### config.mk
export PLATFORM = sky130hd
export DESIGN_NAME = ipi_timer_intc
export DESIGN_NICKNAME = d
export VERILOG_FILES = /design/src/rtl/intc_pkg.sv /design/src/rtl/intc_ctrl.sv /design/src/rtl/intc_dp.sv /design/src/rtl/ipi_timer_intc.sv
export SDC_FILE = /design/constraint.sdc
export NUM_CORES = 1
export LEC_CHECK = 0
export BUFFER_PORTS_ARGS = -buffer_cell sky130_fd_sc_hd__buf_4
export CAP_MARGIN = 10
export CELL_PAD_IN_SITES_DETAIL_PLACEMENT = 1
export CELL_PAD_IN_SITES_GLOBAL_PLACEMENT = 2
export CORE_UTILIZATION = 20
export DETAILED_ROUTE_END_ITERATION = 16
export GPL_TIMING_DRIVEN = 0
export HOLD_SLACK_MARGIN = 0.15
export PLACE_DENSITY = 0.77
export SLEW_MARGIN = 25
export SYNTH_ARGS = -nofsm -noshare
export SYNTH_HDL_FRONTEND = slang
export SYNTH_SLANG_ARGS = --single-unit
### constraint.sdc
create_clock -name clk -period 1.4 [get_ports clk]
set_clock_uncertainty 0.05 [all_clocks]
set_input_delay 0.21 -clock clk [delete_from_list [all_inputs] [get_ports clk]]
set_output_delay 0.21 -clock clk [all_outputs]
set_load 0.05 [all_outputs]
### src/rtl/intc_pkg.sv
package intc_pkg;
  localparam int CPU_MAX  = 4;
  localparam int DATA_W   = 32;
  localparam int ADDR_W   = 2;
  localparam int ID_W     = 2;
  // field positions decoded from the control register
  localparam int POST_LSB = 12;
  localparam int CLR_LSB  = 8;
  localparam int TACK_LSB = 4;
  localparam int NXM_BIT  = 28;

  typedef enum logic [ADDR_W-1:0] {
    REG_CTRL     = 2'd0,
    REG_IPI_STAT = 2'd1,
    REG_TMR_STAT = 2'd2,
    REG_IPI_POST = 2'd3
  } regSel_e;

  typedef struct packed {
    logic [CPU_MAX-1:0] ipiPost;
    logic [CPU_MAX-1:0] ipiClr;
    logic [CPU_MAX-1:0] tmrClr;
    logic               badAccess;
    logic               rdStb;
    regSel_e            rdSel;
  } strobe_t;
endpackage

### src/rtl/intc_ctrl.sv
module intc_ctrl
  import intc_pkg::*;
#(
  parameter int NCPU = 4
) (
  input  logic              wrEn,
  input  logic              rdEn,
  input  logic [ADDR_W-1:0] regAddr,
  input  logic [DATA_W-1:0] wrData,
  output strobe_t           stb
);
  localparam logic [CPU_MAX-1:0] CPU_MASK = CPU_MAX'((1 << NCPU) - 1);

  logic [CPU_MAX-1:0] postField;
  logic [CPU_MAX-1:0] clrField;
  logic [CPU_MAX-1:0] tackField;
  logic [CPU_MAX-1:0] lowField;
  logic               nxmAck;

  assign postField = wrData[POST_LSB +: CPU_MAX] & CPU_MASK;
  assign clrField  = wrData[CLR_LSB  +: CPU_MAX] & CPU_MASK;
  assign tackField = wrData[TACK_LSB +: CPU_MAX] & CPU_MASK;
  assign lowField  = wrData[CPU_MAX-1:0]         & CPU_MASK;
  assign nxmAck    = wrData[NXM_BIT];

  always_comb begin
    stb       = '0;
    stb.rdStb = rdEn;
    stb.rdSel = regSel_e'(regAddr);
    if (wrEn) begin
      unique case (regSel_e'(regAddr))
        REG_CTRL: begin
          stb.ipiPost   = postField;
          stb.ipiClr    = clrField;
          stb.tmrClr    = tackField;
          stb.badAccess = ~(|postField | |clrField | |tackField | nxmAck);
        end
        REG_IPI_STAT: begin
          stb.ipiClr    = lowField;
          stb.badAccess = ~|lowField;
        end
        REG_TMR_STAT: begin
          stb.tmrClr    = lowField;
          stb.badAccess = ~|lowField;
        end
        REG_IPI_POST: begin
          stb.ipiPost   = lowField;
          stb.badAccess = ~|lowField;
        end
        default: stb.badAccess = 1'b1;
      endcase
    end
  end
endmodule

### src/rtl/intc_dp.sv
module intc_dp
  import intc_pkg::*;
#(
  parameter int NCPU = 4
) (
  input  logic              clk,
  input  logic              rst,
  input  logic              tick,
  input  strobe_t           stb,
  input  logic [ID_W-1:0]   cpuId,
  output logic [NCPU-1:0]   ipiPend,
  output logic [NCPU-1:0]   tmrPend,
  output logic [DATA_W-1:0] rdData,
  output logic              errFlag,
  output logic              warnFlag
);
  logic [NCPU-1:0]   warnVec;
  logic [DATA_W-1:0] rdNext;

  for (genvar i = 0; i < NCPU; i++) begin : g_cpu
    // a clear of a CPU posted in the same write finds it pending
    assign warnVec[i] = (stb.ipiPost[i] & ipiPend[i]) |
                        (stb.ipiClr[i] & ~ipiPend[i] & ~stb.ipiPost[i]);

    always_ff @(posedge clk) begin
      if (rst) begin
        ipiPend[i] <= 1'b0;
        tmrPend[i] <= 1'b0;
      end else begin
        ipiPend[i] <= (ipiPend[i] | stb.ipiPost[i]) & ~stb.ipiClr[i];
        tmrPend[i] <= (tmrPend[i] & ~stb.tmrClr[i]) | tick;
      end
    end
  end

  always_comb begin
    rdNext = '0;
    unique case (stb.rdSel)
      REG_CTRL: begin
        rdNext[CLR_LSB  +: NCPU] = ipiPend;
        rdNext[TACK_LSB +: NCPU] = tmrPend;
        rdNext[ID_W-1:0]         = cpuId;
      end
      REG_IPI_STAT: rdNext[NCPU-1:0] = ipiPend;
      REG_TMR_STAT: rdNext[NCPU-1:0] = tmrPend;
      default:      rdNext = '0;
    endcase
  end

  always_ff @(posedge clk) begin
    if (rst) begin
      rdData   <= '0;
      errFlag  <= 1'b0;
      warnFlag <= 1'b0;
    end else begin
      if (stb.rdStb) rdData <= rdNext;
      errFlag  <= stb.badAccess;
      warnFlag <= |warnVec;
    end
  end
endmodule

### src/rtl/ipi_timer_intc.sv
module ipi_timer_intc
  import intc_pkg::*;
#(
  parameter int NCPU = 4
) (
  input  logic              clk,
  input  logic              rst,
  input  logic              tick,
  input  logic              wrEn,
  input  logic              rdEn,
  input  logic [ADDR_W-1:0] regAddr,
  input  logic [DATA_W-1:0] wrData,
  input  logic [ID_W-1:0]   cpuId,
  output logic [DATA_W-1:0] rdData,
  output logic [NCPU-1:0]   ipiIrq,
  output logic [NCPU-1:0]   tmrIrq,
  output logic              errFlag,
  output logic              warnFlag
);
  strobe_t stb;

  intc_ctrl #(.NCPU(NCPU)) u_ctrl (
    .wrEn    (wrEn),
    .rdEn    (rdEn),
    .regAddr (regAddr),
    .wrData  (wrData),
    .stb     (stb)
  );

  intc_dp #(.NCPU(NCPU)) u_dp (
    .clk      (clk),
    .rst      (rst),
    .tick     (tick),
    .stb      (stb),
    .cpuId    (cpuId),
    .ipiPend  (ipiIrq),
    .tmrPend  (tmrIrq),
    .rdData   (rdData),
    .errFlag  (errFlag),
    .warnFlag (warnFlag)
  );
endmodule

==> impl_summary.log, run 1 <==
[metrics] series of cell instances along the critical path: buf_4, inv_2, ha_2, nor2b_2, nand3_1, and4b_1, a41oi_2
[metrics] library cell used as clock root buffer: clkbuf_8
[metrics] final standard cell utilization of the core: 31.4%
[metrics] HPWL after detailed placement: 3.36 mm
[metrics] most frequently used flop master after synthesis: dfxtp_1
[metrics] number of hold violations in the final report: 0
[metrics] RSZ-0062 raised after global routing: false
[metrics] Finish-stage setup viols: 0
[metrics] Finished Cell Area: 2000 um^2
[metrics] relative contribution of combinational cells to total power: 32.0%
[metrics] endpoint of the lowest-slack register-to-register path: u_dp.rdData[1]$_SDFFE_PP0P_
[metrics] Period Utilization, post-route: 95.4%
[metrics] worst hold path endpoint: u_dp.tmrPend[3]$_SDFF_PP0_
[metrics] crit path time final: 1.34 ns
[metrics] wire length of the first global-routing pass: 6.60 mm
[metrics] ranking of synthesized cells by instance count: 22 x dfxtp_1, 20 x buf_4, 18 x a21oi_1
[metrics] total global routing track utilization: 11.9%
[metrics] clock share of power: 27.5%
[metrics] power per unit of standard cell area: 829 nW/um^2
[metrics] number of filler instances in the final layout: 761
[metrics] I/O Buffers: 47
[metrics] IO Pins: 83
[metrics] 1st-iter DRT viols: 41
[metrics] area post-placement: 1850 um^2
[metrics] Total Power Consumption: 1.65 mW
[metrics] Remaining Overflow, GRT: 0
[metrics] worst reg2reg setup slack: 0.22 ns
[metrics] CP required: 1.54 ns
[metrics] number of levels the H-tree was split into: 1
[metrics] Flop pwr share: 40.5%
[metrics] Post-Syn Area per Cell: 8.35 um^2
[metrics] topmost layer with routed signal wires: met4
[metrics] critical path startpoint category: input pin
[metrics] start-to-end type of the worst setup path: input pin to register
[metrics] maximum achievable frequency: 749 MHz
[metrics] fraction of layout instances using a drive strength above 1: 40.0%
[metrics] maximum clock path buffer count: 2
[metrics] hold_sp: tick
[metrics] data arrival at the endpoint of the critical path: 1.47 ns
[metrics] number of inserted diodes: 0
[metrics] sequential element share of the synthesized area: 33.4%
[metrics] DRT met1 WL: 1.91 mm
[metrics] initial antenna violation count: 0
[metrics] P&R area growth vs syn: 51.3%
[metrics] register area: 440 um^2
[metrics] number of clock sinks seen by CTS: 22
[metrics] count leader, synth: dfxtp_1
[metrics] 1st-pass router iterations: 4
[metrics] routed length on met3: 193 um
[metrics] Placeable Area: 6350 um^2
[metrics] non-filler cells in the finished layout: 307
[metrics] Post-Synthesis Cell Area: 1320 um^2
[metrics] total number of yosys warnings: 0
[metrics] Net Switching: 0.566 mW
[metrics] largest fanout on the critical path: 5
[metrics] Max IR drop VDD: 0.000479 V
[metrics] maximum number of pins on one net before global-route repair: 13
[metrics] DIE AREA: 6920 um^2
[metrics] post-route ant nets: 0
[metrics] class of the tightest hold or removal check: input pin to register
[metrics] top-area cell type share of the netlist area: 33.4%
[metrics] overall via count from detail_route: 1,323
[metrics] hold path depth: 3
[metrics] met2 wirelength from detailed routing: 1.95 mm
[metrics] Die Height: 83.2 um
[metrics] DRC violation count after routing: 0
[metrics] total CTS buffers: 3
[metrics] vias in the first global route: 1,322
[metrics] routed wire length: 4.08 mm
[metrics] Crit. End Element: register
[metrics] Max Cap Viol: 0
[metrics] most area-hungry cell type in the Yosys netlist: dfxtp_1
[metrics] synthesis-stage register bit count: 22
[metrics] Clk Latency, worst-skew pair: 0.26 ns
[metrics] number of cells in the design after placement: 301
[metrics] via count normalized by instance count: 4.31
[metrics] Post-synth ARST share: 0%
[metrics] Synth cell types: 34
[metrics] GP Congestion: 0.782
[metrics] TritonCTS clock tree: built
[metrics] Worst path slowest cell: ha_2
[metrics] internal power consumption: 1.09 mW
[metrics] delay of the slowest critical-path stage: 0.31 ns
[metrics] sum of negative setup slack: 0 ns
[metrics] area of the multi-input gates: 817 um^2
[metrics] Post-synth EDFFs: 0
[metrics] most area-consuming cells after synthesis: dfxtp_1 33%, buf_4 11%, a21oi_1 6.8%
[metrics] start of the worst register-to-register path: u_dp.ipiPend[1]$_SDFF_PP0_
[metrics] die width: 83.2 um
[metrics] effective utilization at floorplan: 20.8%
[metrics] status: complete, no violations
[metrics] Final Slew Violations: 0
[metrics] Total Nets Final: 278
[metrics] post-synthesis cell count: 158
[metrics] clock slew seen by the registers of the worst setup and hold paths: 0.08 ns
[metrics] Core Rows: 29
[metrics] length in cells of the worst reg-to-reg path: 4
[metrics] fraction of power spent switching nets: 34.2%
[metrics] Lkg Pwr: 0.892 nW
[metrics] final routed wire length divided by cell count: 13.3 um
==> registers in the layout (all words and copies together), names as in the netlist <==
signal         count
u_dp.errFlag       1
u_dp.ipiPend       4
u_dp.rdData       12
u_dp.tmrPend       4
u_dp.warnFlag      1
==> layout by cell type (no fill, tap or decap), drive strengths merged, types with 3 or more instances in the layout <==
cell type,count
a21oi,18
a22o,4
a22oi,6
buf,72
clkbuf,7
conb,20
dfxtp,22
ha,6
inv,4
nand2,6
nand2b,3
nand3,4
nor2,17
nor2b,9
nor3,3
o21ai,5
==> routing by layer <==
metal | GRT usage (%) | vias to the layer above
met4 | 1.41 | 0
met2 | 20.8 | 36
li1 | - | 665
met5 | 0 | -
met3 | 2.98 | 2
met1 | 15.1 | 620
==> area by class of cell <==
class | count | share of cell area [%]
multi-input cells | 124 | 40.9
inverters | 4 | 0.878
repair buffers | 51 | 19.3
clock buffers | 4 | 2.76
well taps | 77 | 4.83
plain buffers | 25 | 9.22
flip-flops and latches | 22 | 22.1
==> how the worst max path moves through the flow <==
stage,from,to,slack (ns)
2_1_floorplan,regAddr[0],u_dp.warnFlag$_SDFF_PP0_,0.002
6_report,regAddr[0],u_dp.warnFlag$_SDFF_PP0_,0.06
4_1_cts,regAddr[1],u_dp.warnFlag$_SDFF_PP0_,0.0002
3_3_place_gp,regAddr[0],u_dp.warnFlag$_SDFF_PP0_,-0.30
3_5_place_dp,regAddr[0],u_dp.warnFlag$_SDFF_PP0_,-0.30
5_1_grt,regAddr[0],u_dp.warnFlag$_SDFF_PP0_,0.002
==> worst max-delay path, delay by kind of cell <==
| kind | cells | cell delay (ns) |
|---|---|---|
| and+or+nand+nor | 3 | 0.55 |
| adders and majority gates | 1 | 0.31 |
| buffers and inverters | 2 | 0.23 |
| AOI/OAI and AO/OA | 1 | 0.17 |
==> timing repair <==
action	in CTS	in global routing
gates cloned	0	0
setup buffers	0	3
setup endpoints to repair	1	9
hold endpoints to repair	2	0
gates resized for setup	5	8
hold buffers	1	0
pin swaps	0	6
==> power groups by stage <==
stage | Combinational [mW] | Clock (mW) | Sequential (mW)
after floorplan | 0.282 | 0 | 0.751
after global placement | 0.496 | 0 | 0.686
after detailed placement | 0.501 | 0 | 0.686
after CTS | 0.510 | 0.471 | 0.671
after global routing | 0.565 | 0.492 | 0.674
final | 0.530 | 0.454 | 0.670
==> per-stage QoR <==
step	worst slack, ns	hold WS, ns
detailed placement	-0.303	0.377
CTS	0.000189	0.185
finish	0.0643	0.189
global placement	-0.304	0.378
global route	0.00241	0.206
floorplan	0.00205	0.238
==> cells by family after synthesis <==
kind of cell / share of synthesized area, %
multiplexers: 1.52
other: 0.284
flip-flops: 33.4
adder cells (fa/ha/maj): 5.69
AO/OA/AOI/OAI: 23.6
buffers and inverters: 15.7
AND/OR/NAND/NOR: 19.8
No activity file was read; power rests on OpenSTA's default activity.
==> inputs of run 2 (changes only) <==
--- a/config.mk
+++ b/config.mk
@@ -13,7 +13,8 @@
 export DETAILED_ROUTE_END_ITERATION = 16
 export GPL_TIMING_DRIVEN = 0
 export HOLD_SLACK_MARGIN = 0.15
-export PLACE_DENSITY = 0.77
+export PLACE_DENSITY_LB_ADDON = 0.12
+export SKIP_CTS_REPAIR_TIMING = 1
 export SLEW_MARGIN = 25
 export SYNTH_ARGS = -nofsm -noshare
 export SYNTH_HDL_FRONTEND = slang
==> run 2 against run 1 <==
Net effect:
- the run now ends with negative setup slack left
- wire length is 6.4% higher
- design area down 2.7%
- worst hold slack got worse by 0.014 ns
- first-iteration DRC count rose by 49%
- non-clock buffer count is 3 lower
- combinational power fell by 4.2%
- cell count shrank 0.98%
- utilization down 0.85 points
- via count shrank 2.2%
- sequential share of layout area is 0.61 points higher
- critical endpoint unchanged
==> impl_summary.log, run 2 (synthesis gave the netlist of run 1 again) <==
[metrics] class of the tightest hold or removal check: input pin to register (unchanged)
[metrics] vias in the first global route: 1,371 (was 1,322)
[metrics] Final Slew Violations: 0 (unchanged)
[metrics] 1st-pass router iterations: 4 (unchanged)
[metrics] routed wire length: 4.34 mm (was 4.08 mm)
[metrics] endpoint of the lowest-slack register-to-register path: u_dp.warnFlag$_SDFF_PP0_ (was u_dp.rdData[1]$_SDFFE_PP0P_)
[metrics] DRC violation count after routing: 0 (unchanged)
[metrics] most common cell after layout, fill and taps aside: buf_4 (unchanged)
[metrics] number of filler instances in the final layout: 780 (was 761)
[metrics] final routed wire length divided by cell count: 14.3 um (was 13.3 um)
[metrics] number of levels the H-tree was split into: 1 (unchanged)
[metrics] start-to-end type of the worst setup path: input pin to register (unchanged)
[metrics] area post-placement: 1850 um^2 (unchanged)
[metrics] die width: 83.2 um (unchanged)
[metrics] registers with the most flip-flops: u_dp.rdData: 12 flops, u_dp.ipiPend: 4 flops, u_dp.tmrPend: 4 flops (unchanged)
[metrics] worst rel slew slack: 64.1%
[metrics] HPWL after detailed placement: 3.48 mm (was 3.36 mm)
[metrics] CP required: 1.48 ns (was 1.54 ns)
[metrics] wire length of the first global-routing pass: 6.87 mm (was 6.60 mm)
[metrics] maximum number of pins on one net before global-route repair: 14 (was 13)
[metrics] IO Pins: 83 (unchanged)
[metrics] pre-CTS setup slack: -0.324 ns (was -0.303 ns)
[metrics] fraction of layout instances using a drive strength above 1: 36.6% (was 40.0%)
[metrics] post-route ant nets: 0 (unchanged)
[metrics] Largest register FFs: 12 (unchanged)
[metrics] RSZ-0062 raised after global routing: true (was false)
[metrics] Remaining Overflow, GRT: 0 (unchanged)
[metrics] DIE AREA: 6920 um^2 (unchanged)
[metrics] final standard cell utilization of the core: 30.6% (was 31.4%)
[metrics] Reg with most FFs: u_dp.rdData (unchanged)
[metrics] final worst setup slack: -0.0225 ns (was 0.0643 ns)
[metrics] maximum clock path buffer count: 2 (unchanged)
[metrics] critical path endpoint: u_dp.warnFlag$_SDFF_PP0_ (unchanged)
[metrics] largest fanout on the critical path: 10 (was 5)
[metrics] clock slew seen by the registers of the worst setup and hold paths: 0.09 ns (was 0.08 ns)
[metrics] library cell used as clock root buffer: clkbuf_8 (unchanged)
[metrics] TritonCTS clock tree: built (unchanged)
[metrics] initial antenna violation count: 0 (unchanged)
[metrics] Clk Latency, worst-skew pair: 0.27 ns (was 0.26 ns)
[metrics] number of inserted diodes: 0 (unchanged)
[metrics] overall via count from detail_route: 1,294 (was 1,323)
[metrics] maximum achievable frequency: 703 MHz (was 749 MHz)
[metrics] worst reg2reg setup slack: 0.21 ns (was 0.22 ns)
[metrics] via count normalized by instance count: 4.26 (was 4.31)
[metrics] start of the worst register-to-register path: u_dp.ipiPend[1]$_SDFF_PP0_ (unchanged)
[metrics] Total Nets Final: 275 (was 278)
[metrics] number of hold violations in the final report: 0 (unchanged)
[metrics] total CTS buffers: 3 (unchanged)
[metrics] Max Cap Viol: 0 (unchanged)
[metrics] GP Congestion: 0.701 (was 0.782)
[metrics] Die Height: 83.2 um (unchanged)
[metrics] P&R area growth vs syn: 47.2% (was 51.3%)
[metrics] I/O Buffers: 47 (unchanged)
[metrics] data arrival at the endpoint of the critical path: 1.50 ns (was 1.47 ns)
[metrics] critical path startpoint category: input pin (unchanged)
[metrics] transition time at the pin with the least slew margin: 0.539 ns
[metrics] sum of negative setup slack: -0.0225 ns (was 0 ns)
[metrics] total global routing track utilization: 12.5% (was 11.9%)
[metrics] most frequent cells in the layout: 67 x buf_4, 22 x dfxtp_1, 20 x conb_1, 18 x a21oi_1, 17 x nor2_1 (was 70 x buf_4, 22 x dfxtp_1, 20 x conb_1, 17 x a21oi_1, 17 x nor2_1)
[metrics] 1st-iter DRT viols: 61 (was 41)
[metrics] power per unit of standard cell area: 927 nW/um^2 (was 829 nW/um^2)
[metrics] number of clock sinks seen by CTS: 22 (unchanged)
[metrics] length in cells of the worst reg-to-reg path: 3 (was 4)
[metrics] startpoint of the most critical setup path: regAddr[1] (was regAddr[0])
[metrics] Lkg Pwr: 0.870 nW (was 0.892 nW)
[metrics] failing checks: negative setup slack
[metrics] Finished Cell Area: 1940 um^2 (was 2000 um^2)
[metrics] Crit. End Element: register (unchanged)
[metrics] status: finished, violations left (was complete, no violations)
[metrics] Placeable Area: 6350 um^2 (unchanged)
[metrics] Core Rows: 29 (unchanged)
[metrics] Period Utilization, post-route: 102% (was 95.4%)
[metrics] Finish-stage setup viols: 1 (was 0)
[metrics] crit path time final: 1.42 ns (was 1.34 ns)
[metrics] Max IR drop VDD: 0.000386 V (was 0.000479 V)
[metrics] effective utilization at floorplan: 20.8% (unchanged)
[run 2: per-layer routing]
metal	share of wire [%]	up-vias	GRT usage [%]	wire, um
li1	-	658	-	-
met1	47	598	16.2	2040
met2	47	36	21.3	2050
met3	5.0	2	2.88	218
met4	0.55	0	2.35	24
met5	0	-	0	0
[run 2: worst max-delay path, stage by stage]
cell and delay [ns]:
buf_4 0.11, inv_2 0.05, ha_2 0.17, buf_6 0.14, o21a_4 0.22, a32oi_1 0.26, o32a_1 0.22, a41oi_2 0.13
[run 2: layout make-up]
type	count	area, um^2	share of cell area [%]
Multi-Input combinational cell	124	772	39.8
Sequential cell	22	440	22.7
Timing Repair Buffer	48	363	18.7
Buffer	25	184	9.47
Tap cell	77	96.3	4.96
Clock buffer	3	41.3	2.13
Clock inverter	1	30.0	1.55
Inverter	4	15.0	0.773
[run 2: worst min-delay path by stage]
| stage | depth (start not counted) | endpoint | slack, ns | startpoint |
|---|---|---|---|---|
| final | 4 | u_dp.errFlag$_SDFF_PP0_ | 0.17 | wrData[11] |
| after CTS | 2 | u_dp.ipiPend[3]$_SDFF_PP0_ | 0.09 | rst |
| after global routing | 4 | u_dp.errFlag$_SDFF_PP0_ | 0.19 | wrData[11] |
| after global placement | 2 | u_dp.ipiPend[3]$_SDFF_PP0_ | 0.38 | rst |
| after floorplan | 1 | u_dp.errFlag$_SDFF_PP0_ | 0.24 | rst |
| after detailed placement | 2 | u_dp.ipiPend[3]$_SDFF_PP0_ | 0.38 | rst |
[run 2: report_power, final]
group | internal (mW) | switching (mW)
sequential | 0.647 | 0.0230
clock | 0.383 | 0.240
combinational | 0.177 | 0.331
[run 2: stage by stage]
step / instances / hold WS, ns / total power, mW
finish: 304 / 0.174 / 1.80
global route: 304 / 0.190 / 1.87
CTS: 305 / 0.0894 / 1.81
detailed placement: 301 / 0.378 / 1.19
global placement: 301 / 0.382 / 1.19
floorplan: 177 / 0.238 / 1.03
==> inputs of run 3 (changes only) <==
--- a/config.mk
+++ b/config.mk
@@ -5,12 +5,13 @@
 export SDC_FILE = /design/constraint.sdc
 export NUM_CORES = 1
 export LEC_CHECK = 0
-export BUFFER_PORTS_ARGS = -buffer_cell sky130_fd_sc_hd__buf_4
+export ABC_CLOCK_PERIOD_IN_PS = 1400
 export CAP_MARGIN = 10
 export CELL_PAD_IN_SITES_DETAIL_PLACEMENT = 1
 export CELL_PAD_IN_SITES_GLOBAL_PLACEMENT = 2
-export CORE_UTILIZATION = 20
+export CORE_UTILIZATION = 29
 export DETAILED_ROUTE_END_ITERATION = 16
+export DONT_BUFFER_PORTS = 1
 export GPL_TIMING_DRIVEN = 0
 export HOLD_SLACK_MARGIN = 0.15
 export PLACE_DENSITY_LB_ADDON = 0.12
==> run 3 against run 2 <==
Net effect:
- the run now ends clean
- die area decreased by 30%
- first-iteration DRC count decreased by 8.2%
- wire length decreased by 8.6%
- count of clock-buffer cells in the layout increased by 1
- sequential share of layout area increased by 3.4 points
- design area decreased by 12%
- flip-flop and latch count unchanged
==> impl_summary.log, run 3 (synthesis gave the netlist of run 1 again) <==
[metrics] clock share of power: 29.1% (was 34.6%)
[metrics] TritonCTS clock tree: built (unchanged)
[metrics] critical path startpoint category: input pin (unchanged)
[metrics] delay of the slowest critical-path stage: 0.54 ns (was 0.26 ns)
[metrics] Max IR drop VDD: 0.000504 V (was 0.000386 V)
[metrics] post-route ant nets: 0 (unchanged)
[metrics] total global routing track utilization: 16.4% (was 12.5%)
[metrics] Total Nets Final: 248 (was 275)
[metrics] Largest register FFs: 12 (unchanged)
[metrics] DIE AREA: 4820 um^2 (was 6920 um^2)
[metrics] GP Congestion: 0.798 (was 0.701)
[metrics] Remaining Overflow, GRT: 0 (unchanged)
[metrics] Period Utilization, post-route: 97.8% (was 102%)
[metrics] crit path time final: 1.37 ns (was 1.42 ns)
[metrics] internal power consumption: 1.04 mW (was 1.21 mW)
[metrics] class of the tightest hold or removal check: input pin to register (unchanged)
[metrics] final worst hold slack: 0.123 ns (was 0.174 ns)
[metrics] Finish-stage setup viols: 0 (was 1)
[metrics] maximum achievable frequency: 730 MHz (was 703 MHz)
[metrics] top cell family by delay on the critical path: buffers and inverters (was compound AO/OA/AOI/OAI gates)
[metrics] number of hold violations in the final report: 0 (unchanged)
[metrics] 1st-pass router iterations: 4 (unchanged)
[metrics] effective utilization at floorplan: 30.3% (was 20.8%)
[metrics] data arrival at the endpoint of the critical path: 1.50 ns (about the same)
[metrics] I/O Buffers: 0 (was 47)
[metrics] Flop pwr share: 47.8% (was 37.2%)
[metrics] die width: 69.4 um (was 83.2 um)
[metrics] maximum number of pins on one net before global-route repair: 13 (was 14)
[metrics] Final Slew Violations: 0 (unchanged)
[metrics] overall via count from detail_route: 1,232 (was 1,294)
[metrics] number of inserted diodes: 0 (unchanged)
[metrics] Core Rows: 24 (was 29)
[metrics] start-to-end type of the worst setup path: input pin to register (unchanged)
[metrics] IO Pins: 83 (unchanged)
[metrics] wire length of the first global-routing pass: 6.39 mm (was 6.87 mm)
[metrics] library cell used as clock root buffer: clkbuf_8 (unchanged)
[metrics] Reg with most FFs: u_dp.rdData (unchanged)
[metrics] status: complete, no violations (was finished, violations left)
[metrics] final routed wire length divided by cell count: 15.7 um (was 14.3 um)
[metrics] Clk Latency, worst-skew pair: 0.26 ns (was 0.27 ns)
[metrics] worst rel slew slack: 58.9% (was 64.1%)
[metrics] Finished Cell Area: 1720 um^2 (was 1940 um^2)
[metrics] maximum clock path buffer count: 2 (unchanged)
[metrics] relative contribution of combinational cells to total power: 23.2% (was 28.2%)
[metrics] number of clock sinks seen by CTS: 22 (unchanged)
[metrics] most frequent cells in the layout: 20 x buf_4, 20 x conb_1, 19 x dlygate4sd3_1, 18 x a21oi_1, 17 x nor2_1 (was 67 x buf_4, 22 x dfxtp_1, 20 x conb_1, 18 x a21oi_1, 17 x nor2_1)
[metrics] fraction of power spent switching nets: 33.7% (was 33.0%)
[metrics] total CTS buffers: 3 (unchanged)
[metrics] number of levels the H-tree was split into: 1 (unchanged)
[metrics] transition time at the pin with the least slew margin: 0.615 ns (was 0.539 ns)
[metrics] Crit. End Element: register (unchanged)
[metrics] HPWL after detailed placement: 3.06 mm (was 3.48 mm)
[metrics] final standard cell utilization of the core: 39.4% (was 30.6%)
[metrics] vias in the first global route: 1,236 (was 1,371)
[metrics] area post-placement: 1460 um^2 (was 1850 um^2)
[metrics] DRC violation count after routing: 0 (unchanged)
[metrics] Net Switching: 0.528 mW (was 0.595 mW)
[metrics] power per unit of standard cell area: 912 nW/um^2 (was 927 nW/um^2)
[metrics] combined buffer and inverter count along the critical path: 1 (was 3)
[metrics] Placeable Area: 4350 um^2 (was 6350 um^2)
[metrics] fraction of layout instances using a drive strength above 1: 19.0% (was 36.6%)
[metrics] Lkg Pwr: 0.703 nW (was 0.870 nW)
[metrics] clock slew seen by the registers of the worst setup and hold paths: 0.08 ns (was 0.09 ns)
[metrics] Max Cap Viol: 0 (unchanged)
[metrics] initial antenna violation count: 0 (unchanged)
[metrics] RSZ-0062 raised after global routing: false (was true)
[metrics] via count normalized by instance count: 4.89 (was 4.26)
[metrics] largest fanout on the critical path: 2 (was 10)
[metrics] series of cell instances along the critical path: dlygate4sd3_1, nor4_1, nand4_1, a211oi_1 (was buf_4, inv_2, ha_2, buf_6, o21a_4, a32oi_1, o32a_1, a41oi_2)
[metrics] P&R area growth vs syn: 30.1% (was 47.2%)
[metrics] registers with the most flip-flops: u_dp.rdData: 12 flops, u_dp.ipiPend: 4 flops, u_dp.tmrPend: 4 flops (unchanged)
[metrics] CP required: 1.53 ns (was 1.48 ns)
[metrics] 1st-iter DRT viols: 56 (was 61)
[metrics] Die Height: 69.4 um (was 83.2 um)
[metrics] sum of negative setup slack: 0 ns (was -0.0225 ns)
[metrics] Worst path slowest cell: dlygate4sd3_1 (was a32oi_1)
[metrics] routed wire length: 3.96 mm (was 4.34 mm)
## run 3: cell types whose count changed in the layout (fill, tap and decap cells not counted), moves of 2 or more
cell,change
dlygate4sd3_1,+18
clkbuf_1,+2
dfxtp_1,-6
buf_4,-47
dfxtp_2,+6
## run 3: worst reg2reg max path, delay by kind of cell, from the launching register on
kind            cells  cell delay (ns)
compound gates      1             0.18
flops               1             0.55
simple gates        2             0.44
## run 3: metal layers
metal / wire length, um / global-route usage (%) / share of wire, %
met2: 1960 / 28.9 / 49
met4: 13 / 2.04 / 0.33
met5: 0 / 0 / 0
met1: 1680 / 19.3 / 42
met3: 314 / 6.40 / 7.9
## run 3: worst paths after layout
path / cells past startpoint / slack (ns) / endpoint / from
setup / recovery: 4 / 0.03 / u_dp.errFlag$_SDFF_PP0_ / wrData[7]
hold / removal: 3 / 0.12 / u_dp.rdData[6]$_SDFFE_PP0P_ / rdEn
setup reg to reg: 3 / 0.11 / u_dp.warnFlag$_SDFF_PP0_ / u_dp.ipiPend[1]$_SDFF_PP0_
hold reg to reg: 2 / 0.60 / u_dp.tmrPend[0]$_SDFF_PP0_ / u_dp.tmrPend[0]$_SDFF_PP0_
## run 3: metrics by stage
step	std cells	total power, mW	setup slack (ns)
2_1_floorplan	177	1.03	0.00205
3_3_place_gp	229	1.07	-0.132
3_5_place_dp	229	1.08	-0.141
4_1_cts	233	1.53	-0.119
5_1_grt	252	1.64	0.00103
6_report	252	1.57	0.0304
## run 3: area by class of cell
cell class,instances,area (um^2)
fillers,528,2640
multi-input cells,124,751
flip-flops and latches,22,448
plain buffers,27,191
repair buffers,19,190
well taps,52,65.1
clock buffers,4,55.1
inverters,4,15.0
## run 3: power by group through the flow
stage               clock (mW)  combinational [mW]  sequential [mW]
floorplan                    0               0.282            0.751
global placement             0               0.309            0.761
detailed placement           0               0.313            0.762
CTS                      0.472               0.315            0.747
global route             0.492               0.392            0.752
finish                   0.455               0.362            0.747
